`src/rtl/spc_pkg.sv`:
```
package spc_pkg;

  // Order of the divisions issued to the shared divider.
  typedef enum logic [2:0] {
    JOB_HFAC   = 3'd0,
    JOB_VFAC   = 3'd1,
    JOB_HINIT  = 3'd2,
    JOB_HDELTA = 3'd3,
    JOB_VINIT  = 3'd4,
    JOB_VDELTA = 3'd5
  } job_e;

  typedef enum logic {
    ST_IDLE = 1'b0,
    ST_RUN  = 1'b1
  } st_e;

endpackage

```
`src/rtl/spc_divider.sv`:
```
// Restoring divider: one quotient bit per clock, NUM_W steps per division.
module spc_divider #(
  parameter int NUM_W = 48,
  parameter int DEN_W = 32
) (
  input  logic             clk,
  input  logic             rst_n,
  input  logic             go,
  input  logic [NUM_W-1:0] num,
  input  logic [DEN_W-1:0] den,
  output logic             busy,
  output logic             valid,
  output logic [NUM_W-1:0] quo
);
  localparam int CNT_W = $clog2(NUM_W + 1);

  logic [NUM_W-1:0] q_r;
  logic [DEN_W-1:0] rem_r;
  logic [DEN_W-1:0] den_r;
  logic [CNT_W-1:0] cnt_r;

  logic [DEN_W:0]   trial;
  logic [DEN_W-1:0] diff;
  logic             fits;

  always_comb begin
    trial = {rem_r, q_r[NUM_W-1]};
    fits  = (trial >= {1'b0, den_r});
    diff  = trial[DEN_W-1:0] - den_r;
  end

  always_ff @(posedge clk) begin
    if (!rst_n) begin
      q_r   <= '0;
      rem_r <= '0;
      den_r <= '0;
      cnt_r <= '0;
      valid <= 1'b0;
    end else if (go) begin
      q_r   <= num;
      den_r <= den;
      rem_r <= '0;
      cnt_r <= CNT_W'(NUM_W);
      valid <= 1'b0;
    end else if (cnt_r != '0) begin
      rem_r <= fits ? diff : trial[DEN_W-1:0];
      q_r   <= {q_r[NUM_W-2:0], fits};
      cnt_r <= cnt_r - CNT_W'(1);
      valid <= (cnt_r == CNT_W'(1));
    end else begin
      valid <= 1'b0;
    end
  end

  assign busy = (cnt_r != '0);
  assign quo  = q_r;

endmodule

```
`src/rtl/spc_arg_check.sv`:
```
// Classifies a request: empty mask, several planes, or unusable sizes.
module spc_arg_check #(
  parameter int PLANES = 4,
  parameter int SRC_W  = 32,
  parameter int FRAC_W = 16,
  parameter int DST_W  = 16
) (
  input  logic [PLANES-1:0] mask,
  input  logic [SRC_W-1:0]  src_w,
  input  logic [SRC_W-1:0]  src_h,
  input  logic [DST_W-1:0]  dst_w,
  input  logic [DST_W-1:0]  dst_h,
  output logic              none_req,
  output logic              multi_req,
  output logic              bad_size
);
  localparam logic [SRC_W-1:0] ONE_PIX = SRC_W'(1) << FRAC_W;

  logic [PLANES-1:0] seen;
  logic [PLANES-1:0] dup;

  assign seen[0] = mask[0];
  assign dup[0]  = 1'b0;

  // Prefix chain: a bit set after any earlier set bit marks a duplicate.
  for (genvar i = 1; i < PLANES; i++) begin : g_chain
    assign seen[i] = seen[i-1] | mask[i];
    assign dup[i]  = dup[i-1] | (seen[i-1] & mask[i]);
  end

  assign none_req  = ~seen[PLANES-1];
  assign multi_req = dup[PLANES-1];
  assign bad_size  = (dst_w == '0) || (dst_h == '0) ||
                     (src_w < ONE_PIX) || (src_h < ONE_PIX);

endmodule

```
`src/rtl/spc_operand_sel.sv`:
```
// Builds numerator and denominator for the division selected by job.
module spc_operand_sel
  import spc_pkg::*;
#(
  parameter int SRC_W   = 32,
  parameter int FRAC_W  = 16,
  parameter int DST_W   = 16,
  parameter int PH_BITS = 4,
  parameter int PH_FRAC = 12
) (
  input  job_e                         job,
  input  logic [SRC_W-1:0]             s_w,
  input  logic [SRC_W-1:0]             s_h,
  input  logic [SRC_W-FRAC_W-1:0]      i_w,
  input  logic [SRC_W-FRAC_W-1:0]      i_h,
  input  logic [DST_W-1:0]             o_w,
  input  logic [DST_W-1:0]             o_h,
  output logic [DST_W+2*FRAC_W-1:0]    num,
  output logic [SRC_W-1:0]             den
);
  localparam int IN_W     = SRC_W - FRAC_W;
  localparam int NUM_W    = DST_W + 2 * FRAC_W;
  localparam int DEN_W    = SRC_W;
  localparam int PH_SHIFT = PH_BITS + PH_FRAC;

  // Destination size moved up by two fraction widths: U.FRAC_W quotient.
  function automatic logic [NUM_W-1:0] f_factor_num(input logic [DST_W-1:0] d);
    return {d, {(2 * FRAC_W){1'b0}}};
  endfunction

  function automatic logic [NUM_W-1:0] f_init_num(input logic [IN_W-1:0] v);
    return NUM_W'(v) << PH_BITS;
  endfunction

  function automatic logic [NUM_W-1:0] f_delta_num(input logic [IN_W-1:0] v);
    return NUM_W'(v) << PH_SHIFT;
  endfunction

  always_comb begin
    case (job)
      JOB_HFAC:   begin num = f_factor_num(o_w); den = s_w;           end
      JOB_VFAC:   begin num = f_factor_num(o_h); den = s_h;           end
      JOB_HINIT:  begin num = f_init_num(i_w);   den = DEN_W'(o_w);   end
      JOB_HDELTA: begin num = f_delta_num(i_w);  den = DEN_W'(o_w);   end
      JOB_VINIT:  begin num = f_init_num(i_h);   den = DEN_W'(o_h);   end
      JOB_VDELTA: begin num = f_delta_num(i_h);  den = DEN_W'(o_h);   end
      default:    begin num = '0;                den = DEN_W'(1);     end
    endcase
  end

endmodule

```
`src/rtl/scaler_phase_calc.sv`:
```
module scaler_phase_calc
  import spc_pkg::*;
#(
  parameter int PLANES  = 4,
  parameter int SRC_W   = 32,
  parameter int FRAC_W  = 16,
  parameter int DST_W   = 16,
  parameter int PH_BITS = 4,
  parameter int PH_FRAC = 12
) (
  input  logic                       clk,
  input  logic                       rst_n,
  input  logic                       start,
  input  logic [PLANES-1:0]          req_mask,
  input  logic                       rotated,
  input  logic [SRC_W-1:0]           src_w,
  input  logic [SRC_W-1:0]           src_h,
  input  logic [DST_W-1:0]           dst_w,
  input  logic [DST_W-1:0]           dst_h,
  output logic                       busy,
  output logic                       done,
  output logic                       err,
  output logic                       scale_en,
  output logic [DST_W+FRAC_W-1:0]    h_factor,
  output logic [DST_W+FRAC_W-1:0]    v_factor,
  output logic [SRC_W-FRAC_W-1:0]    in_w,
  output logic [SRC_W-FRAC_W-1:0]    in_h,
  output logic [DST_W-1:0]           out_w,
  output logic [DST_W-1:0]           out_h,
  output logic [DST_W+FRAC_W-1:0]    h_init,
  output logic [DST_W+FRAC_W-1:0]    v_init,
  output logic [DST_W+FRAC_W-1:0]    h_delta,
  output logic [DST_W+FRAC_W-1:0]    v_delta,
  output logic                       enh_en
);
  localparam int IN_W  = SRC_W - FRAC_W;
  localparam int RES_W = DST_W + FRAC_W;
  localparam int NUM_W = DST_W + 2 * FRAC_W;
  localparam int DEN_W = SRC_W;
  localparam int INT_W = RES_W - FRAC_W;

  // Rounded halving: (q + 1) / 2 without a wider adder.
  function automatic logic [RES_W-1:0] f_half_round(input logic [RES_W-1:0] q);
    return (q >> 1) + RES_W'(q[0]);
  endfunction

  // Enhancer threshold on the integer part of an upscale factor.
  function automatic logic f_enh(input logic [INT_W-1:0] ip);
    return ip >= INT_W'(2);
  endfunction

  st_e              st_r;
  job_e             job_r;
  logic [SRC_W-1:0] s_w_r;
  logic [SRC_W-1:0] s_h_r;

  // Named internal events, also observed by the bound checker.
  logic             div_go;
  logic             div_busy;
  logic             div_valid;
  logic [NUM_W-1:0] div_quo;
  logic [NUM_W-1:0] div_num;
  logic [DEN_W-1:0] div_den;
  logic [RES_W-1:0] quo_lo;
  logic             quo_hi_nz;
  logic             last_job;
  logic             none_req;
  logic             multi_req;
  logic             bad_size;
  logic             accept;

  assign quo_lo    = div_quo[RES_W-1:0];
  assign quo_hi_nz = |div_quo[NUM_W-1:RES_W];
  assign last_job  = (job_r == JOB_VDELTA);
  assign accept    = (st_r == ST_IDLE) && start;
  assign busy      = (st_r == ST_RUN);

  spc_arg_check #(
    .PLANES(PLANES), .SRC_W(SRC_W), .FRAC_W(FRAC_W), .DST_W(DST_W)
  ) u_args (
    .mask      (req_mask),
    .src_w     (src_w),
    .src_h     (src_h),
    .dst_w     (dst_w),
    .dst_h     (dst_h),
    .none_req  (none_req),
    .multi_req (multi_req),
    .bad_size  (bad_size)
  );

  spc_operand_sel #(
    .SRC_W(SRC_W), .FRAC_W(FRAC_W), .DST_W(DST_W),
    .PH_BITS(PH_BITS), .PH_FRAC(PH_FRAC)
  ) u_opsel (
    .job (job_r),
    .s_w (s_w_r),
    .s_h (s_h_r),
    .i_w (in_w),
    .i_h (in_h),
    .o_w (out_w),
    .o_h (out_h),
    .num (div_num),
    .den (div_den)
  );

  spc_divider #(
    .NUM_W(NUM_W), .DEN_W(DEN_W)
  ) u_div (
    .clk   (clk),
    .rst_n (rst_n),
    .go    (div_go),
    .num   (div_num),
    .den   (div_den),
    .busy  (div_busy),
    .valid (div_valid),
    .quo   (div_quo)
  );

  always_ff @(posedge clk) begin
    if (!rst_n) begin
      st_r     <= ST_IDLE;
      job_r    <= JOB_HFAC;
      s_w_r    <= '0;
      s_h_r    <= '0;
      div_go   <= 1'b0;
      done     <= 1'b0;
      err      <= 1'b0;
      scale_en <= 1'b0;
      enh_en   <= 1'b0;
      h_factor <= '0;
      v_factor <= '0;
      in_w     <= '0;
      in_h     <= '0;
      out_w    <= '0;
      out_h    <= '0;
      h_init   <= '0;
      v_init   <= '0;
      h_delta  <= '0;
      v_delta  <= '0;
    end else begin
      done   <= 1'b0;
      div_go <= 1'b0;
      case (st_r)
        ST_IDLE: begin
          if (accept) begin
            if (none_req) begin
              err      <= 1'b0;
              scale_en <= 1'b0;
              enh_en   <= 1'b0;
              done     <= 1'b1;
            end else if (multi_req || bad_size) begin
              err      <= 1'b1;
              scale_en <= 1'b0;
              enh_en   <= 1'b0;
              done     <= 1'b1;
            end else begin
              err    <= 1'b0;
              s_w_r  <= src_w;
              s_h_r  <= src_h;
              out_w  <= dst_w;
              out_h  <= dst_h;
              in_w   <= rotated ? src_h[SRC_W-1:FRAC_W] : src_w[SRC_W-1:FRAC_W];
              in_h   <= rotated ? src_w[SRC_W-1:FRAC_W] : src_h[SRC_W-1:FRAC_W];
              job_r  <= JOB_HFAC;
              div_go <= 1'b1;
              st_r   <= ST_RUN;
            end
          end
        end
        ST_RUN: begin
          if (div_valid) begin
            case (job_r)
              JOB_HFAC:   h_factor <= quo_lo;
              JOB_VFAC:   v_factor <= quo_lo;
              JOB_HINIT:  h_init   <= f_half_round(quo_lo);
              JOB_HDELTA: h_delta  <= quo_lo;
              JOB_VINIT:  v_init   <= f_half_round(quo_lo);
              default:    v_delta  <= quo_lo;
            endcase
            if (last_job) begin
              st_r     <= ST_IDLE;
              done     <= 1'b1;
              scale_en <= 1'b1;
              enh_en   <= f_enh(h_factor[RES_W-1:FRAC_W]) ||
                          f_enh(v_factor[RES_W-1:FRAC_W]);
            end else begin
              job_r  <= job_e'(job_r + 3'd1);
              div_go <= 1'b1;
            end
          end
        end
        default: st_r <= ST_IDLE;
      endcase
    end
  end

endmodule

```
`config.mk`:
```
export PLATFORM = sky130hd
export DESIGN_NAME = scaler_phase_calc
export DESIGN_NICKNAME = d
export VERILOG_FILES = /design/src/rtl/spc_pkg.sv /design/src/rtl/spc_divider.sv /design/src/rtl/spc_arg_check.sv /design/src/rtl/spc_operand_sel.sv /design/src/rtl/scaler_phase_calc.sv
export SDC_FILE = /design/constraint.sdc
export NUM_CORES = 1
export LEC_CHECK = 0
export ABC_AREA = 1
export ABC_CLOCK_PERIOD_IN_PS = 2970
export BUFFER_PORTS_ARGS = -buffer_cell sky130_fd_sc_hd__buf_4
export CAP_MARGIN = 10
export CORE_MARGIN = 5
export CORE_UTILIZATION = 57
export CTS_CLUSTER_DIAMETER = 120
export DETAILED_ROUTE_END_ITERATION = 6
export GPL_TIMING_DRIVEN = 0
export PLACE_DENSITY = 0.81
export SLEW_MARGIN = 20
export SYNTH_ARGS = -nofsm -noshare
export SYNTH_HDL_FRONTEND = slang
export SYNTH_SLANG_ARGS = --single-unit
export TNS_END_PERCENT = 100
```
`constraint.sdc`:
```
create_clock -name clk -period 2.97 [get_ports clk]
set_clock_uncertainty 0.15 [all_clocks]
set_input_delay 0.4455 -clock clk [delete_from_list [all_inputs] [get_ports clk]]
set_output_delay 0.4455 -clock clk [all_outputs]
set_load 0.01 [all_outputs]
```
==> flow_metrics.py <==
metrics = {
    "global_route": {
        "grt_max_degree": 14,
        "grt_pass1_vias": 23100,
        "grtUsageMet1_pct": 47.8,
        "grt.met3_usage_pct": 8.92,
        "use_met2_pct": 67.7,
        "grt_remaining_overflow": 0,
        "track_usage_pct": 40.7,
        "grt_busiest_layer": "met2",
        "antenna_found_initial": 0,
        "grt_pass1_wl_mm": 132,
    },
    "placement": {
        "dp_cells": 3923,
        "dpl_cell_area_um2": 24800,
        "place_congestion": 1.00,
        "port_buffers": 362,
        "dp_slack_ps": 174,
        "hpwl_mm": 67.9,
    },
    "sta": {
        "hold_slack_ps": 12.8,
        "setup-violations-final": 0,
        "hold_viol_final": 0,
        "rsz0062_at_grt": "no",
        "maxSlewViolCount": 0,
        "worstMarginPinSlew_ps": 1040,
        "finalCritPeriodShare_pct": 94.4,
        "timing.final.crit_period_ps": 2800,
        "fmax_ghz": 0.357,
        "relSlewSlack_pct": 30.4,
        "setup_tns_ps": 0,
        "setup_ws_ps": 166,
    },
    "die": {
        "die_area_um2": 41600,
        "rows": 71,
        "die_h_um": 204,
        "ios": 365,
        "floorplan.initialDensity_pct": 57.3,
        "die_x_um": 204,
        "core_um2": 37400,
    },
    "synth": {
        "synth_area_per_cell_um2": 7.03,
        "synthesis.area_um2": 21400,
        "yosysTopAreaCell": "dfxtp_1",
        "yosys-top-cells-area": "dfxtp_1, nand2_1, inv_1",
        "synthCells": 3050,
        "synth_common_cells": "nand2_1, inv_1, dfxtp_1",
        "syn_nets": 3196,
        "synth.top_cell.area_share_pct": 41.8,
        "yosys_warnings": 0,
        "ys_seq_area_share_pct": 41.8,
        "synthFlopType": "dfxtp_1",
        "yosysMostFrequentCell": "nand2_1",
        "synth.distinct_cells": 47,
        "synth-edff-count": 0,
        "ys_ff_latch": 448,
        "async_reset_ff_share_pct": 0,
    },
    "clocking": {
        "cts_tree": "yes",
        "clockRootBuffer": "clkbuf_16",
        "cts-htree-levels": 2,
        "clock_latency_ps": 590,
        "cts_buffer_depth": 3,
        "numClockSinks": 448,
        "cts_buffers": 48,
        "clk_pin_slew_ps": 60,
        "post_cts.repair.setup_buffers": 0,
    },
    "critical_path": {
        "required_ps": 3250,
        "critPathKind": "reg -> reg",
        "crit_arrival_ps": 3090,
        "crit_path_end_kind": "flop",
        "crit_path_start_kind": "flop",
        "reg2reg_depth": 7,
        "crit_fanout": 10,
    },
    "status": {
        "outcome": "finished, violations left",
        "violations": "DRC",
    },
    "detailed_routing": {
        "vias": 23700,
        "viasPerCell": 5.87,
        "drc": 1,
        "wl_per_cell_um": 21.8,
        "drt_iter0_drc": 2620,
        "drt-pass1-iter-count": 7,
        "routed_wl_mm": 87.7,
        "ant_nets": 0,
    },
    "power": {
        "ir_drop_mv": 0.468,
        "cellPowerDensity_nw_per_um2": 756,
        "leakage_nw": 12.0,
    },
    "worst_hold_path": {
        "holdPathStages": 3,
        "min_path_type": "in -> reg",
    },
    "run": {
        "max_cap_violations": 0,
    },
    "cells_and_area": {
        "areaGrowthSynthToFinish_pct": 24.1,
        "final_area_um2": 26600,
        "layoutNonFillerInstCount": 4033,
        "nets": 3632,
        "drive_gt1_share_pct": 15.9,
        "antenna_cells": 0,
        "fillers": 3065,
    },
}
metrics by stage:
step	power (mW)	util, %
final	20.1	71.1
after global routing	21.2	71.1
after CTS	20.0	71.1
after detailed placement	13.9	66.3
after global placement	13.8	66.3
after floorplan	11.9	-
per-layer routing:
layer / wire length (um) / share of wire [%]
met1: 32100 / 37
met2: 40300 / 46
met3: 8980 / 10
met4: 6380 / 7.3
met5: 0 / 0
cell families after synthesis:
family / after synthesis / share of synthesized area [%]
AO/OA/AOI/OAI: 851 / 22.0
buffers and inverters: 639 / 12.0
XOR/XNOR: 28 / 1.14
flip-flops: 448 / 41.8
adder cells (fa/ha/maj): 42 / 2.49
AND/OR/NAND/NOR: 1042 / 20.6
cell type report:
type	count	area, um2	area share [%]
timing repair buffer	386	2960	11.1
inverter	475	1780	6.70
clock buffer	72	1400	5.28
clock inverter	14	166	0.625
sequential	448	8970	33.7
multi-input combinational	1963	9910	37.2
buffer	164	781	2.93
tap	511	639	2.40
sequential cells by signal, indices dropped and copies added (netlist names), 32 cells and up:
register	cells
s_h_r	32
v_init	32
v_delta	32
v_factor	32
u_div.quo	48
s_w_r	32
h_factor	32
h_delta	32
u_div.den_r	32
u_div.rem_r	32
h_init	32
cell usage in the layout (no fill, tap or decap), types with 18 or more instances in the layout:
| master | n |
|---|---|
| nand2_1 | 499 |
| inv_1 | 462 |
| dfxtp_1 | 448 |
| buf_4 | 363 |
| o21ai_0 | 332 |
| nor2_1 | 298 |
| a21oi_1 | 282 |
| nand3_1 | 137 |
| clkbuf_1 | 120 |
| o22ai_1 | 92 |
| clkbuf_16 | 50 |
| ha_1 | 41 |
| buf_2 | 37 |
| a211oi_1 | 32 |
| a22oi_1 | 26 |
| xor2_1 | 24 |
| dlygate4sd3_1 | 24 |
| nand4_1 | 23 |
| o21ai_1 | 22 |
| nand2_2 | 21 |
| o211ai_1 | 18 |
worst paths after layout:
kind / start / endpoint / slack, ps
setup reg to reg: job_r[1] / u_div.den_r[15] / 170
hold / removal: dst_h[1] / out_h[1] / 10
hold reg to reg: s_h_r[15] / s_h_r[15] / 300
setup / recovery: job_r[1] / u_div.den_r[15] / 170
worst max-delay path, cell delays in order, from the launching register on:
cell	delay [ps]
dfxtp_1	440
inv_1	140
ha_1	230
nand2_1	370
inv_1	210
clkbuf_1	300
a221oi_1	690
o22ai_1	130
power by group:
part	internal [mW]	switching, mW
Sequential	6.41	0.305
Clock	3.53	2.55
Combinational	2.46	4.88
timing repair:
item,4_1_cts,5_1_grt
gates resized for setup,0,1
hold buffers,24,0
endpoints found under the hold margin,24,0
endpoints found under the setup margin,0,1
Note: power is estimated with default switching activity, not from simulation.
